$ cat src/rtl/rstseq_pkg.sv
package rstseq_pkg;
   localparam int NUM_SRC     = 6;
   localparam int SRC_POR     = 0;
   localparam int SRC_LVI     = 1;
   localparam int SRC_WDOG    = 2;
   localparam int SRC_BADOP   = 3;
   localparam int SRC_BADADDR = 4;
   localparam int SRC_EXT     = 5;

   typedef logic [NUM_SRC-1:0] cause_t;

   typedef enum logic [1:0] {
      PH_IDLE  = 2'd0,
      PH_DRIVE = 2'd1,
      PH_HOLD  = 2'd2
   } phase_t;
endpackage

$ cat src/rtl/rstseq_pin_sync.sv
module rstseq_pin_sync #(
   parameter int STAGES = 2
) (
   input  logic clk,
   input  logic por,
   input  logic pin_in,
   input  logic drive_low,
   output logic ext_low_req
);
   if (STAGES < 2) begin : g_bad_stages
      $error("rstseq_pin_sync: STAGES must be at least 2");
   end

   logic [STAGES-1:0] sync_q;
   logic [STAGES-1:0] oe_hist;

   for (genvar s = 0; s < STAGES; s++) begin : g_stage
      if (s == 0) begin : g_first
         always_ff @(posedge clk or posedge por) begin
            if (por) begin
               sync_q[0]  <= 1'b1;
               oe_hist[0] <= 1'b1;
            end else begin
               sync_q[0]  <= pin_in;
               oe_hist[0] <= drive_low;
            end
         end
      end else begin : g_next
         always_ff @(posedge clk or posedge por) begin
            if (por) begin
               sync_q[s]  <= 1'b1;
               oe_hist[s] <= 1'b1;
            end else begin
               sync_q[s]  <= sync_q[s-1];
               oe_hist[s] <= oe_hist[s-1];
            end
         end
      end
   end

   // The pin only counts as an outside reset once the block's own drive
   // has had time to leave the synchronizer.
   assign ext_low_req = !sync_q[STAGES-1] && !drive_low && !(|oe_hist);
endmodule

$ cat src/rtl/rstseq_src_arb.sv
module rstseq_src_arb
   import rstseq_pkg::*;
(
   input  cause_t req,
   output cause_t pick,
   output logic   valid,
   output logic   long_seq
);
   // The lowest index has the highest priority, so isolate the lowest set bit.
   assign pick     = req & (~req + cause_t'(1));
   assign valid    = |req;
   assign long_seq = pick[SRC_POR] | pick[SRC_LVI];
endmodule

$ cat src/rtl/rstseq_fsm.sv
module rstseq_fsm
   import rstseq_pkg::*;
#(
   parameter int LONG_CYC  = 4096,
   parameter int SHORT_CYC = 32,
   parameter int HOLD_CYC  = 32,
   parameter int TAIL_CYC  = 64
) (
   input  logic   clk,
   input  logic   por,
   input  logic   start,
   input  logic   start_long,
   output phase_t phase,
   output logic   long_seq,
   output logic   por_seq
);
   localparam int CNT_W = $clog2(LONG_CYC);
   localparam logic [CNT_W-1:0] LONG_LAST  = CNT_W'(LONG_CYC - 1);
   localparam logic [CNT_W-1:0] SHORT_LAST = CNT_W'(SHORT_CYC - 1);
   localparam logic [CNT_W-1:0] HOLD_LAST  = CNT_W'(HOLD_CYC - 1);
   localparam logic [CNT_W-1:0] TAIL_LAST  = CNT_W'(TAIL_CYC - 1);

   if (LONG_CYC < 2) begin : g_bad_long
      $error("rstseq_fsm: LONG_CYC must be at least 2");
   end
   if (SHORT_CYC < 1 || SHORT_CYC > LONG_CYC) begin : g_bad_short
      $error("rstseq_fsm: SHORT_CYC must lie in 1..LONG_CYC");
   end
   if (HOLD_CYC < 1 || HOLD_CYC > LONG_CYC) begin : g_bad_hold
      $error("rstseq_fsm: HOLD_CYC must lie in 1..LONG_CYC");
   end
   if (TAIL_CYC < 1 || TAIL_CYC > LONG_CYC) begin : g_bad_tail
      $error("rstseq_fsm: TAIL_CYC must lie in 1..LONG_CYC");
   end

   logic [CNT_W-1:0] cnt;
   logic             drive_end;
   logic             hold_end;

   assign drive_end = (cnt == (long_seq ? LONG_LAST : SHORT_LAST));
   assign hold_end  = (cnt == (long_seq ? TAIL_LAST : HOLD_LAST));

   always_ff @(posedge clk or posedge por) begin
      if (por) begin
         phase    <= PH_DRIVE;
         cnt      <= '0;
         long_seq <= 1'b1;
         por_seq  <= 1'b1;
      end else if (start) begin
         phase    <= PH_DRIVE;
         cnt      <= '0;
         long_seq <= start_long;
         por_seq  <= 1'b0;
      end else begin
         unique case (phase)
            PH_DRIVE: begin
               if (drive_end) begin
                  phase <= PH_HOLD;
                  cnt   <= '0;
               end else begin
                  cnt <= cnt + 1'b1;
               end
            end
            PH_HOLD: begin
               if (hold_end) begin
                  phase <= PH_IDLE;
                  cnt   <= '0;
               end else begin
                  cnt <= cnt + 1'b1;
               end
            end
            default: begin
               phase <= PH_IDLE;
               cnt   <= '0;
            end
         endcase
      end
   end
endmodule

$ cat src/rtl/rstseq_status.sv
module rstseq_status
   import rstseq_pkg::*;
(
   input  logic   clk,
   input  logic   por,
   input  logic   load,
   input  cause_t pick,
   output cause_t cause
);
   always_ff @(posedge clk or posedge por) begin
      if (por) begin
         cause <= cause_t'(1) << SRC_POR;
      end else if (load) begin
         cause <= pick;
      end
   end
endmodule

$ cat src/rtl/rstseq_ctrl.sv
module rstseq_ctrl
   import rstseq_pkg::*;
#(
   parameter int LONG_CYC    = 4096,
   parameter int SHORT_CYC   = 32,
   parameter int HOLD_CYC    = 32,
   parameter int TAIL_CYC    = 64,
   parameter int SYNC_STAGES = 2,
   parameter int GATE_ON_LVI = 1
) (
   input  logic               clk,
   input  logic               por_pulse,
   input  logic               lvi_req,
   input  logic               wdog_req,
   input  logic               bad_op_req,
   input  logic               bad_addr_req,
   input  logic               pin_in,
   output logic               pin_drive_low,
   output logic               core_rst,
   output logic               mod_clk_en,
   output logic [NUM_SRC-1:0] rst_cause
);
   phase_t phase;
   logic   long_seq;
   logic   por_seq;
   logic   gate_seq;
   logic   ext_low_req;
   cause_t req;
   cause_t pick;
   logic   start;
   logic   start_long;
   cause_t cause_q;

   rstseq_pin_sync #(
      .STAGES(SYNC_STAGES)
   ) u_pin_sync (
      .clk        (clk),
      .por        (por_pulse),
      .pin_in     (pin_in),
      .drive_low  (pin_drive_low),
      .ext_low_req(ext_low_req)
   );

   // The power-on source acts asynchronously, so its request slot stays empty.
   assign req = {ext_low_req, bad_addr_req, bad_op_req, wdog_req, lvi_req, 1'b0};

   rstseq_src_arb u_arb (
      .req     (req),
      .pick    (pick),
      .valid   (start),
      .long_seq(start_long)
   );

   rstseq_fsm #(
      .LONG_CYC (LONG_CYC),
      .SHORT_CYC(SHORT_CYC),
      .HOLD_CYC (HOLD_CYC),
      .TAIL_CYC (TAIL_CYC)
   ) u_fsm (
      .clk       (clk),
      .por       (por_pulse),
      .start     (start),
      .start_long(start_long),
      .phase     (phase),
      .long_seq  (long_seq),
      .por_seq   (por_seq)
   );

   rstseq_status u_status (
      .clk  (clk),
      .por  (por_pulse),
      .load (start),
      .pick (pick),
      .cause(cause_q)
   );

   assign gate_seq      = por_seq | ((GATE_ON_LVI != 0) & long_seq);
   assign pin_drive_low = (phase == PH_DRIVE);
   assign core_rst      = (phase != PH_IDLE);
   assign mod_clk_en    = !(pin_drive_low && gate_seq);
   assign rst_cause     = cause_q;
endmodule

$ cat config.mk
export PLATFORM = sky130hd
export DESIGN_NAME = rstseq_ctrl
export DESIGN_NICKNAME = d
export VERILOG_FILES = /design/src/rtl/rstseq_pkg.sv /design/src/rtl/rstseq_pin_sync.sv /design/src/rtl/rstseq_src_arb.sv /design/src/rtl/rstseq_fsm.sv /design/src/rtl/rstseq_status.sv /design/src/rtl/rstseq_ctrl.sv
export SDC_FILE = /design/constraint.sdc
export NUM_CORES = 1
export LEC_CHECK = 0
export ABC_AREA = 0
export BUFFER_PORTS_ARGS = -buffer_cell sky130_fd_sc_hd__buf_2
export CORE_MARGIN = 10
export CORE_UTILIZATION = 50
export DETAILED_ROUTE_END_ITERATION = 10
export HOLD_SLACK_MARGIN = 0.08
export PLACE_DENSITY = 0.71
export RECOVER_POWER = 100
export SYNTH_ARGS = -nofsm -noshare
export SYNTH_HDL_FRONTEND = slang
export SYNTH_SLANG_ARGS = --single-unit
$ cat constraint.sdc
create_clock -name clk -period 2.5 [get_ports clk]
set_input_delay 0.25 -clock clk [delete_from_list [all_inputs] [get_ports clk]]
set_output_delay 0.25 -clock clk [all_outputs]
set_load 0.02 [all_outputs]
==> flow_summary.toml <==
[logic_synthesis]
synth_top_cell_area_share_pct = 38.6
synth_cell_type_count = 29
syn-instance-count = 107
ys_top_cells_by_area = "dfrtp_1 (39%), dfstp_2 (16%), nor2_2 (5.4%)"
synth-main-ff-cell = "dfrtp_1"
synth_top_cell_by_area = "dfrtp_1"
yosysMostFrequentCell = "dfrtp_1"
synth-seq-cells = 25
syn_nets = 118
yosysWarningCount = 0
syn_area_per_cell_um2 = 10.9
synth_common_cells = "dfrtp_1 (18), nor2_1 (10), nor2_2 (10)"
synth_edf_count = 0
yosysSeqAreaShare_pct = 54.3
ys_async_sr_fraction_pct = 100
synth_area_mm2 = 0.00117

[routing]
drc = 0
vias = 782
ant_nets = 0
drt_iter0_markers = 32
routed_via_density = 5.05
dr.pass1.iters = 4
totalWireLength_mm = 1.98
wl_per_cell_um = 12.8

[global_routing]
grt_max_degree = 26
grt_pass1_vias = 810
grt_usage_pct = 9.70
grt_remaining_overflow = 0
grt_pass1_wl_mm = 3.53
antenna_found_initial = 0

[sta]
slew_violations = 0
layout_min_cycle_time_ns = 2.34
slew_headroom_pct = 39.4
rsz0062_at_grt = "false"
setup_violations = 0
worst_pin_slew_ns = 0.907
hold_viol_final = 0
finalCritPeriodShare_pct = 93.5
timing.fmax_ghz = 0.428
tns_ns = 0
finalClockSkew_ns = 0.00602

[floorplan]
core_area_mm2 = 0.00221
dieArea_mm2 = 0.00467
initial_core_util_pct = 52.8
die_y_um = 68.3
die_x_um = 68.3
num_rows = 17
io_pins = 16

[cells_and_area]
syn_to_final_growth_pct = 9.75
fillers = 212
layout-drive-gt1-share_pct = 18.9
postLayoutCoreUtil_pct = 57.9
antenna_cells = 0
nNetsFinal = 139

[worst_setup_path]
slowest_stage = "or4_1"
slowest_delay_ns = 0.55
critPathLaunchType = "flop"
worstPathArrival_ns = 2.55
critPathMaxFanout = 12
cp_cell_sequence = "or4_1 > or4b_1 > and3_1 > a32oi_2 > buf_4 > nor2_1"
path_buf_inv = 1
critical_path.top_delay_family = "simple AND/OR/NAND/NOR gates"
criticalPathCategory = "flop to flop"
required_ns = 2.72
crit_path_end_kind = "flop"

[clocking]
cts-buffers-inserted = 3
cts_resized = 0
cts_buffer_depth = 2
path_clk_slew_ns = 0.13
root_buffer = "clkbuf_4"
clkSinkCount = 25
cts_tree = "done"
clkLatencyLatePin_ns = 0.32
h-tree-depth = 1

[pwr]
peakVddDrop_mv = 0.386
cellLeakagePower_nw = 0.585
p_per_area_mw_per_mm2 = 491

[placed_design]
hpwl_mm = 1.45
io_buffers = 15
gp_congestion = 0.741

[run]
drv_cap = 0

[hold_path]
hp-class = "input port to flop"

[run_status]
status = "finished, final reports clean"
-- layout by cell type, fill, tap and decap left out --
cell / n
o21ai_0: 5
nand2_1: 5
or2_2: 1
nand3_1: 5
a22oi_1: 1
or4_1: 2
buf_2: 7
ha_1: 4
dfrtp_1: 18
or4b_1: 1
o211a_1: 1
dfstp_2: 5
dfstp_1: 2
and2_0: 1
a32oi_2: 1
a22o_1: 1
clkinv_2: 1
inv_1: 8
nand4_1: 3
clkbuf_4: 3
nor2_2: 4
clkbuf_1: 8
xor2_1: 7
xnor2_1: 4
and3_1: 3
nor4_1: 3
nor2_1: 16
a21oi_1: 1
buf_4: 2
dlygate4sd3_1: 1
a21boi_0: 1
a21o_1: 2
-- metal layers --
layer	GRT usage [%]	part of all wire [%]	up-vias
li1	-	-	401
met1	11.0	44	369
met2	16.0	49	8
met3	2.28	4.7	4
met4	6.03	1.6	0
met5	0	0	-
-- cell type report --
cell class | instances | area [um2] | area share, %
clock buffers | 3 | 22.5 | 1.76
multi-input cells | 72 | 464 | 36.2
well taps | 28 | 35.0 | 2.73
clock inverters | 1 | 5.00 | 0.391
repair buffers | 18 | 90.1 | 7.03
flip-flops and latches | 25 | 634 | 49.5
inverters | 8 | 30.0 | 2.34
-- path summary, 6_finish.rpt --
path | start | cells after the start | to | slack [ns]
worst max-delay path | u_fsm.cnt[8]$_DFF_PP0_ | 6 | u_fsm.cnt[7]$_DFF_PP0_ | 0.16
worst min-delay path | bad_op_req | 2 | u_status.cause[4]$_DFFE_PP0P_ | 0.1
worst max register to register | u_fsm.cnt[8]$_DFF_PP0_ | 6 | u_fsm.cnt[7]$_DFF_PP0_ | 0.16
worst min register to register | u_pin_sync.sync_q[0]$_DFF_PP1_ | 0 | u_pin_sync.sync_q[1]$_DFF_PP1_ | 0.37
max in group asynchronous | por_pulse | 2 | u_fsm.phase[1]$_DFFE_PP0P_ | 1.84
min in group asynchronous | por_pulse | 2 | u_fsm.cnt[6]$_DFF_PP0_ | 0.11
-- flip-flops by register name, summed over array words and instances (netlist names) --
name / cells
u_pin_sync.sync_q: 2
u_fsm.long_seq: 1
u_fsm.phase: 2
u_fsm.cnt: 12
u_status.cause: 6
u_pin_sync.oe_hist: 2
-- logic make-up (layout without fill, tap and decap cells) --
| group | count (synthesis) | count (layout) | synth area share (%) |
|---|---|---|---|
| AND/OR/NAND/NOR | 44 | 44 | 20.8 |
| flip-flops | 25 | 25 | 54.3 |
| AO/OA/AOI/OAI | 13 | 13 | 8.15 |
| XOR/XNOR | 11 | 11 | 8.25 |
| buffers and inverters | 10 | 30 | 4.18 |
| adder cells (fa/ha/maj) | 4 | 4 | 4.29 |
-- through the flow --
| step | hold WS (ns) | cells | total power (W) | cell area [um2] | setup slack, ns |
|---|---|---|---|---|---|
| after detailed placement | 0.348 | 150 | 0.000461 | 1270 | 0.171 |
| after global placement | 0.348 | 150 | 0.000460 | 1270 | 0.243 |
| final | 0.0994 | 155 | 0.000629 | 1280 | 0.162 |
| after floorplan | 0.254 | 107 | 0.000445 | 1170 | 0.301 |
| after CTS | 0.0827 | 155 | 0.000642 | 1310 | 0.148 |
| after global routing | 0.0870 | 155 | 0.000661 | 1280 | 0.0843 |
-- power by group --
part           internal [W]  switching (W)  leakage [nW]
combinational     0.0000119      0.0000238         0.248
sequential         0.000413     0.00000357         0.319
clock             0.0000599       0.000117        0.0177
total              0.000484       0.000145         0.585
-- repair_timing --
item | CTS | global route
hold buffers | 1 | 0
buffers inserted | 0 | 0
hold endpoints to repair | 1 | 0
No activity file was read; power rests on OpenSTA's default activity.
